**src/rtl/utmr_pkg.sv**
```systemverilog
`timescale 1ns/1ps
package utmr_pkg;
  localparam int CTL_W    = 16;
  localparam int EN_BIT   = 0;
  localparam int UDIS_BIT = 1;
  localparam int OPM_BIT  = 3;
  localparam int PRE_BIT  = 7;
  localparam int DIV_LSB  = 8;
  localparam logic [CTL_W-1:0] CTL_MASK = 16'h038B;

  localparam int REG_CTL = 0;
  localparam int REG_ARR = 1;
  localparam int REG_CNT = 2;

  typedef enum logic [1:0] {
    DIV_1   = 2'b00,
    DIV_2   = 2'b01,
    DIV_4   = 2'b10,
    DIV_RSV = 2'b11
  } div_e;

  typedef struct packed {
    div_e div;
    logic pre;
    logic opm;
    logic udis;
    logic en;
  } ctl_t;

  function automatic logic [CTL_W-1:0] ctl_pack(ctl_t c);
    logic [CTL_W-1:0] w;
    w = '0;
    w[EN_BIT]         = c.en;
    w[UDIS_BIT]       = c.udis;
    w[OPM_BIT]        = c.opm;
    w[PRE_BIT]        = c.pre;
    w[DIV_LSB +: 2]   = c.div;
    return w;
  endfunction

  function automatic ctl_t ctl_unpack(logic [CTL_W-1:0] w);
    ctl_t c;
    c.en   = w[EN_BIT];
    c.udis = w[UDIS_BIT];
    c.opm  = w[OPM_BIT];
    c.pre  = w[PRE_BIT];
    c.div  = div_e'(w[DIV_LSB +: 2]);
    return c;
  endfunction
endpackage

```
**src/rtl/utmr_regs.sv**
```systemverilog
`timescale 1ns/1ps
module utmr_regs
  import utmr_pkg::*;
#(
  parameter int CNT_W  = 16,
  parameter int DATA_W = 32,
  parameter int ADDR_W = 2
) (
  input  logic              clk,
  input  logic              rst,
  input  logic              wr,
  input  logic              rd,
  input  logic [ADDR_W-1:0] addr,
  input  logic [DATA_W/8-1:0] be,
  input  logic [DATA_W-1:0] wdata,
  input  logic              upd_evt,
  input  logic [CNT_W-1:0]  cnt,
  output ctl_t              ctl,
  output logic [CNT_W-1:0]  arr_act,
  output logic [DATA_W-1:0] rdata
);
  localparam int HW_BYTES = CTL_W / 8;

  logic [CNT_W-1:0] arr_buf;
  logic wr_ok, wr_ctl, wr_arr;
  logic unused_hi;

  // low half-word must be fully strobed for a write to land
  assign wr_ok  = wr && (&be[HW_BYTES-1:0]);
  assign wr_ctl = wr_ok && (addr == ADDR_W'(REG_CTL));
  assign wr_arr = wr_ok && (addr == ADDR_W'(REG_ARR));
  assign unused_hi = ^{be[DATA_W/8-1:HW_BYTES], wdata[DATA_W-1:CTL_W]};

  always_ff @(posedge clk) begin
    if (rst) begin
      ctl     <= '0;
      arr_buf <= '1;
      arr_act <= '1;
      rdata   <= '0;
    end else begin
      // bus write wins over the hardware single-shot clear
      if (wr_ctl)
        ctl <= ctl_unpack(wdata[CTL_W-1:0]);
      else if (upd_evt && ctl.opm)
        ctl.en <= 1'b0;

      if (wr_arr)
        arr_buf <= wdata[CNT_W-1:0];

      if (wr_arr && !ctl.pre)
        arr_act <= wdata[CNT_W-1:0];
      else if (upd_evt && ctl.pre)
        arr_act <= arr_buf;

      if (rd) begin
        rdata <= '0;
        case (addr)
          ADDR_W'(REG_CTL): rdata[CTL_W-1:0] <= ctl_pack(ctl);
          ADDR_W'(REG_ARR): rdata[CNT_W-1:0] <= arr_buf;
          ADDR_W'(REG_CNT): rdata[CNT_W-1:0] <= cnt;
          default:          rdata            <= '0;
        endcase
      end
    end
  end
endmodule

```
**src/rtl/utmr_count.sv**
```systemverilog
`timescale 1ns/1ps
module utmr_count #(
  parameter int CNT_W = 16
) (
  input  logic             clk,
  input  logic             rst,
  input  logic             en,
  input  logic             udis,
  input  logic             halt,
  input  logic             stop_cfg,
  input  logic [CNT_W-1:0] arr_act,
  output logic [CNT_W-1:0] cnt,
  output logic             upd_evt,
  output logic             upd_pulse
);
  logic run, at_top;

  assign run     = en && !(halt && stop_cfg);
  assign at_top  = (cnt == arr_act);
  assign upd_evt = run && at_top && !udis;

  always_ff @(posedge clk) begin
    if (rst) begin
      cnt       <= '0;
      upd_pulse <= 1'b0;
    end else begin
      if (run)
        cnt <= at_top ? '0 : cnt + 1'b1;
      upd_pulse <= upd_evt;
    end
  end
endmodule

```
**src/rtl/utmr_sdiv.sv**
```systemverilog
`timescale 1ns/1ps
module utmr_sdiv
  import utmr_pkg::*;
#(
  parameter int PH_W = 2
) (
  input  logic clk,
  input  logic rst,
  input  div_e div,
  output logic stb
);
  logic [PH_W-1:0] ph;
  logic hit;

  always_comb begin
    case (div)
      DIV_2:   hit = ph[0];
      DIV_4:   hit = &ph[1:0];
      default: hit = 1'b1;
    endcase
  end

  always_ff @(posedge clk) begin
    if (rst) begin
      ph  <= '0;
      stb <= 1'b0;
    end else begin
      ph  <= ph + 1'b1;
      stb <= hit;
    end
  end
endmodule

```
**src/rtl/upcount_timer.sv**
```systemverilog
`timescale 1ns/1ps
module upcount_timer
  import utmr_pkg::*;
#(
  parameter int CNT_W  = 16,
  parameter int DATA_W = 32,
  parameter int ADDR_W = 2
) (
  input  logic              clk,
  input  logic              rst,
  input  logic              bus_wr,
  input  logic              bus_rd,
  input  logic [ADDR_W-1:0] bus_addr,
  input  logic [DATA_W/8-1:0] bus_be,
  input  logic [DATA_W-1:0] bus_wdata,
  output logic [DATA_W-1:0] bus_rdata,
  input  logic              dbg_halt,
  input  logic              dbg_stop_cfg,
  output logic [CNT_W-1:0]  cnt_out,
  output logic              upd_pulse,
  output logic              smp_stb
);
  ctl_t             ctl;
  logic [CNT_W-1:0] arr_act;
  logic             upd_evt;

  utmr_regs #(.CNT_W(CNT_W), .DATA_W(DATA_W), .ADDR_W(ADDR_W)) u_regs (
    .clk(clk), .rst(rst), .wr(bus_wr), .rd(bus_rd), .addr(bus_addr),
    .be(bus_be), .wdata(bus_wdata), .upd_evt(upd_evt), .cnt(cnt_out),
    .ctl(ctl), .arr_act(arr_act), .rdata(bus_rdata)
  );

  utmr_count #(.CNT_W(CNT_W)) u_count (
    .clk(clk), .rst(rst), .en(ctl.en), .udis(ctl.udis), .halt(dbg_halt),
    .stop_cfg(dbg_stop_cfg), .arr_act(arr_act), .cnt(cnt_out),
    .upd_evt(upd_evt), .upd_pulse(upd_pulse)
  );

  utmr_sdiv #(.PH_W(2)) u_sdiv (
    .clk(clk), .rst(rst), .div(ctl.div), .stb(smp_stb)
  );
endmodule

```
**config.mk**
```make
export PLATFORM = sky130hd
export DESIGN_NAME = upcount_timer
export DESIGN_NICKNAME = d
export VERILOG_FILES = /design/src/rtl/utmr_pkg.sv /design/src/rtl/utmr_regs.sv /design/src/rtl/utmr_count.sv /design/src/rtl/utmr_sdiv.sv /design/src/rtl/upcount_timer.sv
export SDC_FILE = /design/constraint.sdc
export NUM_CORES = 1
export LEC_CHECK = 0
export ABC_CLOCK_PERIOD_IN_PS = 1490
export BUFFER_PORTS_ARGS = -buffer_cell sky130_fd_sc_hd__clkbuf_2
export CAP_MARGIN = 20
export CORE_UTILIZATION = 48
export CTS_CLUSTER_SIZE = 24
export DETAILED_ROUTE_END_ITERATION = 8
export PLACE_DENSITY = 0.74
export SLEW_MARGIN = 40
export SYNTH_ARGS = -nofsm -noshare
export SYNTH_HDL_FRONTEND = slang
export SYNTH_SLANG_ARGS = --single-unit
```
**constraint.sdc**
```tcl
create_clock -name clk -period 1.49 [get_ports clk]
set_input_delay 0.2235 -clock clk [delete_from_list [all_inputs] [get_ports clk]]
set_output_delay 0.2235 -clock clk [all_outputs]
set_load 0.02 [all_outputs]
```
==> flow_summary.rst <==
.. list-table::
   :header-rows: 1

   * - Metric
     - Value
   * - Post-layout power
     - 0.00404 W
   * - Post-Syn Area per Cell
     - 9.11 µm²
   * - Total Wirelength
     - 9.04 mm
   * - Via count of the first global-routing pass
     - 2779
   * - Pwr/cell area
     - 883 nW/µm²
   * - Fraction of final layout cells sized beyond drive strength 1
     - 0.343
   * - Worst-Margin Slew
     - 0.525 ns
   * - ANT nets after route
     - 0
   * - Worst setup slack before clock tree synthesis
     - -0.136 ns
   * - List of cells traversed by the critical path
     - xnor2_2 -> nand4_1 -> nor4b_2 -> a21oi_2 -> a221o_1
   * - Cell type contributing the most total cell area after synthesis
     - dfxtp_1
   * - Syn Inst Count
     - 394
   * - Clock Latency Late Sink
     - 0.35 ns
   * - Buffers and inverters on the worst path
     - 0
   * - Kind of end point of the critical path
     - register
   * - CTS buffer count
     - 9
   * - Most common cell in the synthesized netlist
     - dfxtp_1
   * - R2r worst-path depth
     - 5
   * - Detailed-route DRC error count
     - 0
   * - Fill cells
     - 596
   * - Number of vias after detailed routing
     - 3118
   * - Sink count of the clock tree
     - 74
   * - CTS tree
     - yes
   * - Post-route setup slack
     - -0.178 ns
   * - Period utilisation layout
     - 1.12
   * - Wire length of the first global-routing pass
     - 13.5 mm
   * - Launching element of the worst setup path
     - u_count.cnt[15]$_SDFFE_PP0N_
   * - Logic depth of the worst path, buffers included
     - 5
   * - Post-DR vias/cell
     - 5.29
   * - Family of cells with the greatest summed delay on the critical path
     - simple AND/OR/NAND/NOR gates
   * - Number of nets in the final layout
     - 534
   * - I/O pin cnt
     - 94
   * - Total overflow reported by the global router
     - 0
   * - Max-slew violation count
     - 0
   * - Worst setup path endpoint
     - u_regs.arr_act[0]$_SDFFE_PP1P_
   * - Largest vdd supply drop
     - 0.000490 V
   * - Pin count of the biggest net entering global routing
     - 58
   * - Maximum fanout along the worst path
     - 2
   * - Area inside the core boundary
     - 7250 µm²
   * - Full die area
     - 7830 µm²
   * - List of most frequent post-synthesis cells
     - 74 x dfxtp_1, 60 x nor2_1, 36 x mux2i_1
   * - Maximum root-to-sink buffer count
     - 2
   * - Flops & latches, synth
     - 74
   * - Kind of path behind the tightest hold check
     - in -> reg
   * - Width of the chip
     - 88.5 µm
   * - Initial antenna violation count
     - 0
   * - First drt pass iteration count
     - 5
   * - Number of DRC violations after detailed-routing iteration 0
     - 207
   * - Starting utilization of the core area
     - 0.495
   * - Post-detailed-placement half-perimeter wirelength
     - 6.33 mm
   * - Ant diodes
     - 0
   * - Count of buffers inserted at the top-level ports
     - 59
   * - Total standard cell area after synthesis
     - 3590 µm²
   * - Worst endpoint required time
     - 1.72 ns
   * - Final min period
     - 1.67 ns
   * - Peak Freq
     - 0.600 GHz
   * - Portion of synthesized cell area occupied by the leading cell type
     - 0.413
   * - Worst R2R Start
     - u_count.cnt[15]$_SDFFE_PP0N_
   * - Stage delay of the slowest cell on the critical path
     - 0.38 ns
   * - Total of warnings raised by yosys
     - 0
   * - Static leakage
     - 1.95 nW
   * - Run status
     - finished with violations
   * - Worst R2R End
     - u_regs.arr_act[0]$_SDFFE_PP1P_
   * - GPL Wtd Cong
     - 0.843
   * - Slack of the worst reg-to-reg path
     - -0.18 ns
   * - Largest cells by area after synthesis
     - dfxtp_1 41%, mux2i_1 10%, a211oi_1 6.5%
   * - Clock slew seen by the registers of the worst setup and hold paths
     - 0.08 ns
   * - Number of hold violations in the final report
     - 0
   * - Clock root buffer
     - clkbuf_8
   * - Height of the die
     - 88.5 µm
   * - Arrival time of the worst setup path
     - 1.90 ns
   * - Reported max-cap violation count
     - 0
   * - Syn-to-layout area delta
     - 27.4%
   * - # setup viols final
     - 33
   * - Number of unique standard cell types used by synthesis
     - 43
   * - Type of origin of the critical path
     - register
   * - Post-DR wirelength/cell
     - 15.4 µm
   * - Start-to-end type of the worst setup path
     - reg -> reg
   * - Number of synthesized flops with an enable pin
     - 0
   * - Clock tree skew after final layout
     - 0.00874 ns
   * - Final worst hold slack
     - 0.105 ns
   * - Total number of placement rows
     - 31
   * - Critical Path Slowest Stage Cell
     - a221o_1
   * - All-Layer GR Usage
     - 0.231
   * - Violated checks
     - negative setup slack
   * - Normalized max-slew margin
     - 0.650
   * - H-tree depth
     - 3
   * - Sequential-to-total area share from yosys stat
     - 0.413
   * - Proportion of register bits with asynchronous set or reset after synthesis
     - 0
   * - Unrepaired setup endpoints after global routing
     - true
   * - Commonest register cell after synthesis
     - dfxtp_1
tightest hold or removal path, cell delays in order:
cell and delay (ns):
clkbuf_2 0.09, mux2i_1 0.06, nand2_1 0.05
area by class of cell:
class	instances	area [µm²]	area share
Timing Repair Buffer	106	718	0.157
Clock buffer	11	151	0.0331
Multi-Input combinational cell	290	2020	0.441
Tap cell	99	124	0.0271
Clock inverter	4	25.0	0.00547
Sequential cell	74	1520	0.332
Inverter	5	18.8	0.00410
registers in the layout, summed over array words and instances (netlist names):
register / flops
u_count.cnt: 16
u_count.upd_pulse: 1
u_regs.arr_act: 16
u_regs.arr_buf: 16
u_regs.ctl: 6
u_regs.rdata: 16
u_sdiv.ph: 2
u_sdiv.stb: 1
stage by stage:
step | utilization | std cells | area, µm² | TNS, ns
floorplan | - | 409 | 3710 | -1.46
finish | 0.631 | 589 | 4570 | -3.06
global placement | 0.586 | 571 | 4250 | -1.34
global route | 0.631 | 589 | 4570 | -5.72
detailed placement | 0.586 | 571 | 4250 | -2.14
CTS | 0.618 | 588 | 4480 | -1.04
per-layer routing:
layer,wire length [µm],track usage,vias to the layer above
met2,4150,0.362,99
li1,-,-,1519
met4,150,0.0909,0
met3,412,0.0476,12
met1,4330,0.312,1488
met5,0,0,-
power breakdown:
part,total [W],switching (W),internal [W]
registers,0.00207,0.0000346,0.00203
logic,0.000521,0.000309,0.000212
clock network,0.00145,0.000765,0.000686
total,0.00404,0.00111,0.00293
what timing repair did:
item                       4_1_cts  5_1_grt
hold buffers                     0        0
setup endpoints to repair       34       34
resized for setup                8       18
buffers inserted                 2        1
hold endpoints to repair         0        0
pin swaps                        8        2
worst min-delay path by stage:
stage,from,end,slack [ns],depth (start not counted)
global route,bus_wdata[10],u_regs.arr_buf[10]$_SDFFE_PP1P_,0.10,3
finish,bus_wdata[10],u_regs.arr_buf[10]$_SDFFE_PP1P_,0.10,3
CTS,bus_wdata[10],u_regs.arr_buf[10]$_SDFFE_PP1P_,0.09,3
detailed placement,u_sdiv.ph[0]$_SDFF_PP0_,u_sdiv.ph[0]$_SDFF_PP0_,0.46,1
floorplan,bus_wdata[7],u_regs.arr_buf[7]$_SDFFE_PP1P_,0.35,2
global placement,u_sdiv.ph[0]$_SDFF_PP0_,u_sdiv.ph[0]$_SDFF_PP0_,0.43,1
kinds of logic (layout without fill, tap and decap cells):
kind of cell,count (synthesis),after routing,share of synthesized area
adder cells (fa/ha/maj),4,4,0.0139
flip-flops,74,74,0.413
multiplexers,36,36,0.100
AO/OA/AOI/OAI,62,62,0.128
AND/OR/NAND/NOR,141,141,0.192
buffers and inverters,45,126,0.0760
XOR/XNOR,31,31,0.0756
other,1,16,0.00104
cells in the final DEF, fill, tap and decap left out, drive strengths merged:
master    instances
nor4              2
a31oi             1
a21oi             8
nand3            14
a21boi            1
clkbuf           70
nand2b            1
inv               6
mux2i            36
o41ai             1
a211oi           31
ha                4
and2              1
o21ai             7
a22oi            10
dfxtp            74
xnor2            23
or2               1
or3               1
and4              1
buf              47
clkinvlp          1
clkinv            2
a221oi            1
conb             16
nand4             5
nor3              6
and3              5
xor2              8
a221o             1
nor4b             2
nor2             61
nor2b            18
a21bo             1
nand2            23
Note: power is estimated with default switching activity, not from simulation.
